--- src/rtl/memctl_pkg.sv ---
package memctl_pkg;

    localparam int DATA_W      = 32;
    localparam int OFS_STATUS  = 'h00;
    localparam int OFS_CMD     = 'h04;
    localparam int OFS_GEOM    = 'h0C;
    localparam int OFS_LAST    = 'h54;
    localparam int N_CFG       = (OFS_LAST - OFS_GEOM) / 4 + 1;
    localparam int CFG_IDX_W   = $clog2(N_CFG);
    localparam logic [DATA_W-1:0] GEOM_KEEP = 32'h0063_803F;

    typedef enum logic [2:0] {
        MS_CFG, MS_READY, MS_PAUSED, MS_LOWPWR, MS_ENTER_LP, MS_LEAVE_LP
    } mstate_e;

    typedef enum logic [2:0] {
        CMD_GO     = 3'd0,
        CMD_SLEEP  = 3'd1,
        CMD_WAKE   = 3'd2,
        CMD_PAUSE  = 3'd3,
        CMD_CONFIG = 3'd4,
        CMD_RSV5   = 3'd5,
        CMD_RSV6   = 3'd6,
        CMD_APAUSE = 3'd7
    } cmd_e;

    function automatic logic [1:0] status_code(mstate_e s);
        case (s)
            MS_CFG:      return 2'd0;
            MS_READY:    return 2'd1;
            MS_ENTER_LP: return 2'd1;
            MS_PAUSED:   return 2'd2;
            default:     return 2'd3;
        endcase
    endfunction

    function automatic logic [DATA_W-1:0] keep_mask(int idx);
        return (idx == 0) ? GEOM_KEEP : '1;
    endfunction

    function automatic mstate_e next_state(mstate_e cur, logic vld, cmd_e c, logic ack);
        mstate_e nx;
        nx = cur;
        case (cur)
            MS_CFG:
                if (vld && c == CMD_GO) nx = MS_READY;
            MS_READY:
                if (vld) begin
                    case (c)
                        CMD_SLEEP:             nx = MS_ENTER_LP;
                        CMD_PAUSE, CMD_APAUSE: nx = MS_PAUSED;
                        CMD_CONFIG:            nx = MS_CFG;
                        default:               nx = cur;
                    endcase
                end
            MS_PAUSED:
                if (vld && c == CMD_GO)          nx = MS_READY;
                else if (vld && c == CMD_CONFIG) nx = MS_CFG;
            MS_LOWPWR:
                if (vld && c == CMD_WAKE) nx = MS_LEAVE_LP;
            MS_ENTER_LP:
                if (ack) nx = MS_LOWPWR;
            MS_LEAVE_LP:
                if (!ack) nx = MS_READY;
            default:
                nx = MS_CFG;
        endcase
        return nx;
    endfunction

endpackage

--- src/rtl/memctl_op_fsm.sv ---
module memctl_op_fsm
    import memctl_pkg::*;
(
    input  logic       clk,
    input  logic       rst,
    input  logic       cmd_vld,
    input  cmd_e       cmd,
    input  logic       mem_ack,
    output logic [1:0] state_code,
    output logic       ready,
    output logic       lp_req,
    output logic       cfg_open
);
    mstate_e state_q;

    always_ff @(posedge clk) begin
        if (rst) state_q <= MS_CFG;
        else     state_q <= next_state(state_q, cmd_vld, cmd, mem_ack);
    end

    always_comb begin
        state_code = status_code(state_q);
        ready      = (state_q == MS_READY);
        lp_req     = (state_q == MS_ENTER_LP) || (state_q == MS_LOWPWR);
        cfg_open   = (state_q == MS_CFG);
    end
endmodule

--- src/rtl/memctl_cfg_bank.sv ---
module memctl_cfg_bank
    import memctl_pkg::*;
#(
    parameter int N     = N_CFG,
    parameter int IDX_W = $clog2(N)
) (
    input  logic                clk,
    input  logic                rst,
    input  logic                wr_en,
    input  logic [IDX_W-1:0]    wr_idx,
    input  logic [DATA_W-1:0]   wdata,
    input  logic [IDX_W-1:0]    rd_idx,
    output logic [DATA_W-1:0]   rd_data,
    output logic [N*DATA_W-1:0] flat
);
    logic [DATA_W-1:0] bank [N];

    always_ff @(posedge clk) begin
        for (int i = 0; i < N; i++) begin
            if (rst)
                bank[i] <= '0;
            else if (wr_en && wr_idx == IDX_W'(i))
                bank[i] <= wdata & keep_mask(i);
        end
    end

    always_comb begin
        rd_data = '0;
        for (int i = 0; i < N; i++)
            if (rd_idx == IDX_W'(i)) rd_data = bank[i];
    end

    for (genvar g = 0; g < N; g++) begin : g_flat
        assign flat[g*DATA_W +: DATA_W] = bank[g];
    end
endmodule

--- src/rtl/memctl_state_ctrl.sv ---
module memctl_state_ctrl
    import memctl_pkg::*;
#(
    parameter int ADDR_W = 8
) (
    input  logic              clk,
    input  logic              rst,
    input  logic              bus_wr,
    input  logic [ADDR_W-1:0] bus_addr,
    input  logic [31:0]       bus_wdata,
    output logic [31:0]       bus_rdata,
    output logic              ready_o,
    output logic              lp_req_o,
    input  logic              mem_ack_i
);
    localparam logic [ADDR_W-1:0] A_STATUS = ADDR_W'(OFS_STATUS);
    localparam logic [ADDR_W-1:0] A_CMD    = ADDR_W'(OFS_CMD);
    localparam logic [ADDR_W-1:0] A_FIRST  = ADDR_W'(OFS_GEOM);
    localparam logic [ADDR_W-1:0] A_LAST   = ADDR_W'(OFS_LAST);

    logic                      cmd_vld;
    logic [2:0]                cmd_code;
    logic [1:0]                state_code;
    logic                      cfg_open;
    logic                      cfg_hit;
    logic [ADDR_W-1:0]         cfg_off;
    logic [CFG_IDX_W-1:0]      cfg_idx;
    logic [DATA_W-1:0]         cfg_rd;
    logic [N_CFG*DATA_W-1:0]   cfg_flat;

    assign cmd_vld  = bus_wr && (bus_addr == A_CMD);
    assign cmd_code = bus_wdata[2:0];
    assign cfg_hit  = (bus_addr >= A_FIRST) && (bus_addr <= A_LAST) && (bus_addr[1:0] == 2'b00);
    assign cfg_off  = bus_addr - A_FIRST;
    assign cfg_idx  = cfg_off[CFG_IDX_W+1:2];

    memctl_op_fsm u_fsm (
        .clk        (clk),
        .rst        (rst),
        .cmd_vld    (cmd_vld),
        .cmd        (cmd_e'(cmd_code)),
        .mem_ack    (mem_ack_i),
        .state_code (state_code),
        .ready      (ready_o),
        .lp_req     (lp_req_o),
        .cfg_open   (cfg_open)
    );

    memctl_cfg_bank #(.N(N_CFG), .IDX_W(CFG_IDX_W)) u_bank (
        .clk     (clk),
        .rst     (rst),
        .wr_en   (bus_wr && cfg_hit && cfg_open),
        .wr_idx  (cfg_idx),
        .wdata   (bus_wdata),
        .rd_idx  (cfg_idx),
        .rd_data (cfg_rd),
        .flat    (cfg_flat)
    );

    always_comb begin
        if (bus_addr == A_STATUS) bus_rdata = {30'd0, state_code};
        else if (cfg_hit)         bus_rdata = cfg_rd;
        else                      bus_rdata = '0;
    end
endmodule

--- config.mk ---
export PLATFORM = sky130hd
export DESIGN_NAME = memctl_state_ctrl
export DESIGN_NICKNAME = d
export VERILOG_FILES = /design/src/rtl/memctl_pkg.sv /design/src/rtl/memctl_op_fsm.sv /design/src/rtl/memctl_cfg_bank.sv /design/src/rtl/memctl_state_ctrl.sv
export SDC_FILE = /design/constraint.sdc
export NUM_CORES = 1
export LEC_CHECK = 0
export ABC_AREA = 1
export BUFFER_PORTS_ARGS = -buffer_cell sky130_fd_sc_hd__buf_4
export CORE_MARGIN = 3
export CORE_UTILIZATION = 40
export DETAILED_ROUTE_END_ITERATION = 6
export SLEW_MARGIN = 40
export SYNTH_ARGS = -nofsm -noshare
export SYNTH_HDL_FRONTEND = slang
export SYNTH_SLANG_ARGS = --single-unit
export TNS_END_PERCENT = 100
--- constraint.sdc ---
create_clock -name clk -period 5.04 [get_ports clk]
set_input_delay 0.504 -clock clk [delete_from_list [all_inputs] [get_ports clk]]
set_output_delay 0.504 -clock clk [all_outputs]
set_load 0.01 [all_outputs]
-- Yosys cells after proc, flatten, opt, wreduce, memory -nomap -nowiden
Memories as Yosys holds them, arrays and structs flattened.
Cells that the tools add are included.
- input bits: 44
- register bits: 3
- bits in writable memories: 608
- word-level logic and storage cells: 205
- memories kept: 1
- memories (memory ; depth ; bits a word ; read ports ; clocked after Yosys merged registers in ; wr ports ; line ; RTL):
    u_bank.bank ; 19 ; 32 ; 19 ; 0 ; 19 ; memctl_cfg_bank.sv:16 ; logic [DATA_W-1:0] bank [N];
- equal/unequal tests: 36
- bitwise gates (word level): 19
- $lt $le $gt $ge: 2
- mux-type cells: 109
- $add $sub $neg: 1
- reductions and logical operators: 36
- operator list (cell ; number):
    32-bit 2-to-1 mux ; 40
    1-bit 2-to-1 mux ; 59
    5-bit by 4-bit == test with 1-bit output (second input constant) ; 8
    1-bit logical AND ; 27
    3-bit 2-to-1 mux ; 7
    5-bit by 3-bit == test with 1-bit output (second input constant) ; 4
    1-bit OR ; 19
    3-bit case mux with 6 select lines ; 1
    5-bit == test (second input constant) ; 3
    3-bit by 2-bit == test with 1-bit output (second input constant) ; 4
    3-bit == test (second input constant) ; 4
    5-bit by 2-bit == test with 1-bit output (second input constant) ; 2
    3-bit case mux with 3 select lines ; 1
    8-bit by 3-bit == test with 1-bit output (second input constant) ; 1
    8-bit by 4-bit >= comparator with 1-bit output (second input constant) ; 1
    8-bit by 7-bit less-or-equal comparator with 1-bit output (second input constant) ; 1
    8-bit zero test ; 1
    7-bit AND reduction ; 1
    7-bit by 4-bit subtractor with 7-bit output (second input constant) ; 1
    3-bit by 1-bit == test with 1-bit output (second input constant) ; 2
    3-bit zero test ; 2
    2-bit by 1-bit inequality test with 1-bit output (second input constant) ; 3
    2-bit case mux with 3 select lines ; 1
    5-bit by 1-bit == test with 1-bit output (second input constant) ; 1
    7 further kinds ; 9

-- Depth between registers and ports, before layout
Gate-level depths: netlist (run 1).
- depth after elaboration: 23
- mapped depth: 18
- depth with buffers taken out: 18

-- Hierarchy
A second synthesis (run 1) with hierarchy kept.
- cells, all modules: 2717
- area, all modules: 26655.6 um^2
- by module, submodules not included (module ; cells an instance ; area an instance (um^2) ; sequential area each (um^2) ; times used):
    memctl_cfg_bank ; 2531 ; 25608.3 ; 17626.9 ; 1
    memctl_state_ctrl ; 113 ; 644.4 ; 0.0 ; 1
    memctl_op_fsm ; 73 ; 402.9 ; 60.1 ; 1

-- Worst setup path after synthesis (run 1)
OpenSTA, ideal clock, no wires.
- path kind: input-to-reg
- start point: in bus_addr[4]
- end point: mem u_bank.bank[14][0] (netlist: u_bank.bank[3][64]), enable pin
- cell stages on the path: 8
- arrival time: 3.792 ns
- library setup time: 0.466 ns
- slack: 0.782 ns
- cell sequence: nor2_4 nand3_1 nand2_4 buf_6 nand2_1 nor2_2 inv_1 o21ai_0
- RTL lines (item ; line ; RTL):
    start: declaration ; memctl_state_ctrl.sv:9 ; input logic [ADDR_W-1:0] bus_addr,
    end: declaration ; memctl_cfg_bank.sv:16 ;

-- Final worst setup path (run 1)
- start point: in bus_addr[4]
- end point: out bus_rdata[18]
- cells in the longest elaborated chain, start to end: 23
- elaborated cells between the ends (all ways): 46
- RTL lines (item ; line ; RTL):
    7-bit by 4-bit subtractor with 7-bit output ; memctl_state_ctrl.sv:34 ; assign cfg_off = bus_addr - A_FIRST;
    5-bit zero test ; memctl_cfg_bank.sv:30 ; if (rd_idx == IDX_W'(i)) rd_data = bank[i];
    32-bit 2-to-1 mux (19 in a row) ; memctl_cfg_bank.sv:30 ;
    32-bit 2-to-1 mux ; memctl_state_ctrl.sv:62 ; else if (cfg_hit) bus_rdata = cfg_rd;
    32-bit 2-to-1 mux (*) ; memctl_state_ctrl.sv:61 ; if (bus_addr == A_STATUS) bus_rdata = {30'd0, state_code};
    end: declaration ; memctl_state_ctrl.sv:11 ; output logic [31:0] bus_rdata,
Mark *: on every way between the ends. The rest lies on a longest branch, timed or not.

==> results of run 1 <==
==> routing by layer <==
| metal | part of all wire, % | track usage [%] | wire [um] | vias to the layer above |
|---|---|---|---|---|
| met5 | 0 | 0 | 0 | - |
| met1 | 43 | 27.2 | 29300 | 9035 |
| met2 | 49 | 33.8 | 33100 | 607 |
| met3 | 6.7 | 2.69 | 4530 | 97 |
| li1 | - | - | - | 8602 |
| met4 | 1.7 | 4.62 | 1190 | 0 |
==> flip-flops by register name, summed over array words and instances, names as in the netlist <==
name,flops
u_bank.bank,587
u_fsm.state_q,3
==> Yosys cell counts, types with 2 or more instances <==
| cell type | n | area (sq um) |
|---|---|---|
| inv_1 | 150 | 563 |
| a211oi_1 | 2 | 15.0 |
| nor2_2 | 4 | 25.0 |
| buf_6 | 2 | 22.5 |
| edfxtp_1 | 587 | 17600 |
| buf_2 | 75 | 375 |
| buf_4 | 3 | 22.5 |
| clkbuf_1 | 74 | 278 |
| clkinv_1 | 31 | 116 |
| nand3_1 | 77 | 385 |
| nand2_2 | 5 | 31.3 |
| inv_2 | 16 | 60.1 |
| nand3_2 | 20 | 200 |
| o21ai_0 | 41 | 205 |
| dfxtp_1 | 3 | 60.1 |
| or2_2 | 28 | 175 |
| nor2_4 | 3 | 33.8 |
| nor3_1 | 3 | 15.0 |
| a21oi_1 | 68 | 340 |
| nand4_1 | 109 | 682 |
| nand2_1 | 508 | 1910 |
| buf_1 | 3 | 11.3 |
| or2_1 | 4 | 25.0 |
| or2_0 | 12 | 75.1 |
| nor2_1 | 760 | 2850 |
==> area by class of cell <==
cell class	instances	area share [%]
clock buffers	70	5.29
clock inverters	38	0.844
inverters	197	2.51
multi-input cells	1653	24.7
flip-flops and latches	590	60.0
well taps	855	3.63
repair buffers	117	3.10
==> worst paths after layout <==
| check | start | end | slack (ns) | cells after the start |
|---|---|---|---|---|
| max reg2reg | u_fsm.state_q[0] | u_bank.bank[1][44] | 2.34 | 7 |
| max | bus_addr[4] | bus_rdata[18] | 0.51 | 18 |
| min reg2reg | u_fsm.state_q[0] | u_fsm.state_q[0] | 0.58 | 2 |
| min | rst | u_fsm.state_q[1] | 0.12 | 2 |
==> kinds of logic after synthesis <==
logic type / after synthesis / share of synthesized area, %
and+or+nand+nor: 1538 / 24.7
DFF: 590 / 67.5
buffers and inverters: 354 / 5.53
AOI/OAI and AO/OA: 115 / 2.27
==> report_power, final <==
group          switching [uW]  internal [uW]  leakage, uW
Combinational             490            153      0.00456
Sequential               56.4           5550      0.00608
Clock                    1850           2340     0.000894
==> per-stage QoR <==
step	instance area [sq um]	cells
5_1_grt	29500	3520
2_1_floorplan	26200	2597
3_3_place_gp	27600	3409
6_report	29500	3520
4_1_cts	29500	3520
3_5_place_dp	27700	3412
==> results.json, run 1 <==
{
  "status": "finished clean",
  "place_ws_ns": 0.518,
  "synth_edf_count": 587,
  "cts_buffers": 59,
  "cts_resized": 0,
  "cts_root_buffer": "clkbuf_16",
  "cts_hold_buf": 0,
  "clk_pin_slew_ns": 0.06,
  "crit_fanout": 42,
  "synth.distinct_cells": 34,
  "globalRouteTotalUtil_pct": 19.9,
  "nNetsFinal": 2662,
  "endpoint_kind": "output port",
  "power_leakage_uw": 0.0115,
  "grt.overflow.total": 0,
  "cts_setup_buffers": 0,
  "cts_buffer_depth": 3,
  "tritoncts": "built",
  "tns_ns": 0,
  "crit_required_ns": 4.54,
  "async_reset_ff_share_pct": 0,
  "postRouteAntennaNets": 0,
  "holdWs_ns": 0.116,
  "cp-start-kind": "input port",
  "syn_area_per_cell_sq_um": 10.1,
  "grt_pass1_wl_um": 105000,
  "grt_max_degree": 43,
  "crit_buf_inv": 4,
  "h-tree-depth": 2,
  "period_needed_ns": 4.53,
  "power_density_nw_per_um2": 354,
  "synth_top_flop_cell": "edfxtp_1",
  "ir_drop_mv": 0.261,
  "drtIter0Drc": 1774,
  "max-slew-margin-rel_pct": 42.5,
  "coreArea_sq_um": 64600,
  "via_per_inst": 5.21,
  "path_cells": "buf_4, nor2_4, nand2_1, nand2_2, nand2_4, nand2_1, inv_2, nand2_1, nand2_1, inv_1, nand4_1, nand2_1, nand4_1, nor2_1, nand4_1, nand2_1, a21oi_1, buf_4",
  "post-dp-hpwl_um": 44200,
  "setup_slack_ns": 0.511,
  "area_delta_synth_final_pct": 12.6,
  "maxCapViolCount": 0,
  "drt_drc_violations_left": 0,
  "die_w_um": 262,
  "final_common_cell": "nor2_1",
  "crit_arrival_ns": 4.02,
  "vias": 18300,
  "period_share_pct": 89.9,
  "synthCells": 2597,
  "core.rowCount": 93,
  "drive_above_1_share_pct": 11.4,
  "synth_area_sq_um": 26200,
  "max_freq_mhz": 221,
  "mostFrequentLayoutCells": "758 x nor2_1, 587 x edfxtp_1, 508 x nand2_1, 148 x inv_1, 113 x buf_4",
  "ys.warnings.count": 0,
  "fill_cells": 6007,
  "regArea_sq_um": 17700,
  "io_buffer_count": 77,
  "multi_input_area_sq_um": 7270,
  "slowest_stage": "nand2_1",
  "worst_slew_pin_slew_ns": 0.860,
  "routabilityCongestion": 0.878,
  "drv_slew": 0,
  "rsz0062_at_grt": "no",
  "skew_ns": 0.0148,
  "hold_class": "in -> reg",
  "final_core_util_pct": 45.7,
  "drt-total-wl_um": 68100,
  "hold_viol_final": 0,
  "initial_core_util_pct": 40.5,
  "critical_path_class": "in -> out",
  "grt_pass1_vias": 17900,
  "dr.pass1.iters": 5,
  "wl_per_cell_um": 19.4,
  "synth-seq-cells": 590,
  "fp.dieH_um": 262,
  "ios": 78,
  "antenna_found_initial": 0,
  "worstSkewPairLatency_ns": 0.62,
  "synth.net_count": 2641,
  "setup_viol": 0,
  "p_total_uw": 10400,
  "slowest_delay_ns": 0.74,
  "path_delay_family": "simple AND/OR/NAND/NOR gates",
  "synth_seq_area_share_pct": 67.5,
  "dieArea_sq_um": 68600,
  "antenna_cells": 0,
  "cts.sinks": 590,
  "crit_top_cell": "nand2_1"
}
Note: power is estimated with default switching activity, not from simulation.
==> run 2, diff against run 1 <==
--- a/config.mk
+++ b/config.mk
@@ -10,6 +10,7 @@
 export CORE_MARGIN = 3
 export CORE_UTILIZATION = 40
 export DETAILED_ROUTE_END_ITERATION = 6
+export PLACE_DENSITY_LB_ADDON = 0.15
 export SLEW_MARGIN = 40
 export SYNTH_ARGS = -nofsm -noshare
 export SYNTH_HDL_FRONTEND = slang
==> run 2 against run 1 <==
  * Worst hold slack got worse by 0.018 ns
  * Cell area up 0.50%
  * First-iteration DRC count increased by 9.8%
  * Cell count rose by 0.23%
  * Sequential power hardly changed
  * Global-route usage grew 1.6 points
  * Clock skew rose by 0.0011 ns
  * Setup slack better by 0.56 ns
  * Utilization up 0.23 points
  * Sequential share of layout area is 0.30 points lower
  * Register-to-register slack got worse by 0.17 ns
  * Critical path type unchanged
  * Critical endpoint is now bus_rdata[9]
  * Largest cell class unchanged
==> results.json, run 2 (synthesized netlist as in run 1, its figures left out) <==
{
  "status": "finished clean",
  "drv_slew": 0,
  "mostFrequentLayoutCells": "758 x nor2_1, 587 x edfxtp_1, 508 x nand2_1, 147 x inv_1, 113 x buf_4",
  "holdWs_ns": 0.0977,
  "reg_top3": "u_bank.bank: 587 flops, u_fsm.state_q: 3 flops",
  "regArea_sq_um": 17700,
  "area_delta_synth_final_pct": 13.2,
  "wl_per_cell_um": 21.0,
  "cts_root_buffer": "clkbuf_16",
  "multi_input_area_sq_um": 7320,
  "skew_ns": 0.0159,
  "tritoncts": "built",
  "crit_arrival_ns": 3.47,
  "vias": 18400,
  "critical_path_class": "in -> out",
  "grt_pass1_wl_um": 111000,
  "rsz0062_at_grt": "no",
  "cts.sinks": 590,
  "crit_fanout": 42,
  "final_core_util_pct": 45.9,
  "dr.pass1.iters": 5,
  "drive_above_1_share_pct": 11.1,
  "dieArea_sq_um": 68600,
  "hp-start": "rst",
  "startpoint": "bus_addr[4]",
  "ir_drop_mv": 0.282,
  "max_freq_mhz": 252,
  "crit_required_ns": 4.54,
  "io_buffer_count": 77,
  "drt-total-wl_um": 74100,
  "cts_resized": 0,
  "cts_hold_buf": 0,
  "drtIter0Drc": 1948,
  "fp.dieH_um": 262,
  "period_needed_ns": 3.97,
  "cts_setup_buffers": 0,
  "period_share_pct": 78.8,
  "setup_viol": 0,
  "top_register": "u_bank.bank",
  "hold_class": "in -> reg",
  "min_delay_path_depth": 2,
  "fill_cells": 6080,
  "coreArea_sq_um": 64600,
  "final_common_cell": "nor2_1",
  "globalRouteTotalUtil_pct": 21.5,
  "grt_pass1_vias": 17700,
  "core.rowCount": 93,
  "initial_core_util_pct": 40.5,
  "clk_pin_slew_ns": 0.06,
  "h-tree-depth": 2,
  "tns_ns": 0,
  "post-dp-hpwl_um": 46900,
  "die_w_um": 262,
  "antenna_cells": 0,
  "cp-start-kind": "input port",
  "rr_worst_depth": 7,
  "via_per_inst": 5.21,
  "power_leakage_uw": 0.0116,
  "largest_reg_flops": 587,
  "nNetsFinal": 2669,
  "worstSkewPairLatency_ns": 0.63,
  "antenna_found_initial": 0,
  "postRouteAntennaNets": 0,
  "maxCapViolCount": 0,
  "endpoint_kind": "output port",
  "cts_buffers": 61,
  "hold_viol_final": 0,
  "ios": 78,
  "max-slew-margin-rel_pct": 41.4,
  "cts_buffer_depth": 3,
  "drt_drc_violations_left": 0,
  "worst_slew_pin_slew_ns": 0.878,
  "grt.overflow.total": 0,
  "grt_max_degree": 43,
  "power_density_nw_per_um2": 353,
  "routabilityCongestion": 0.926,
  "p_total_uw": 10500,
  "r2r_start": "u_fsm.state_q[0]"
}
run 2: final timing paths:
check | to | slack [ns]
min reg2reg | u_fsm.state_q[0] | 0.58
max reg2reg | u_bank.bank[2][46] | 2.17
max | bus_rdata[9] | 1.07
min | u_fsm.state_q[1] | 0.1
run 2: area by class of cell:
type	count	area share [%]
sequential	590	59.7
multi-input combinational	1653	24.7
clock buffer	78	5.36
tap	855	3.61
timing repair buffer	122	3.49
inverter	197	2.49
clock inverter	33	0.675
run 2: layer usage:
layer,wire (um),track usage (%)
met1,33400,31.0
met2,35000,35.1
met3,4480,2.74
met4,1230,4.27
met5,0,0
run 2: critical path, cell delays in order:
cell	delay, ns
buf_4	0.14
nor2_4	0.16
nand2_1	0.12
nand2_2	0.09
nand2_4	0.29
nand2_2	0.37
inv_2	0.31
nand2_1	0.14
nand4_1	0.11
nor2_1	0.20
nand4_1	0.15
nor2_1	0.15
nand4_1	0.18
nor2_1	0.17
nand3_1	0.10
nand2_1	0.07
inv_1	0.04
buf_4	0.13
run 2: report_power, final:
| part | switching [uW] | internal [uW] |
|---|---|---|
| clock | 1890 | 2310 |
| combinational | 506 | 160 |
| sequential | 56.5 | 5550 |
run 2: stage by stage:
| stage | cell area (sq um) | instances | setup WS (ns) |
|---|---|---|---|
| finish | 29600 | 3528 | 1.07 |
| CTS | 29600 | 3527 | 1.08 |
| global route | 29600 | 3528 | 0.836 |
| detailed placement | 27800 | 3416 | 1.09 |
| global placement | 27800 | 3416 | 1.14 |
| floorplan | 26200 | 2597 | 0.782 |
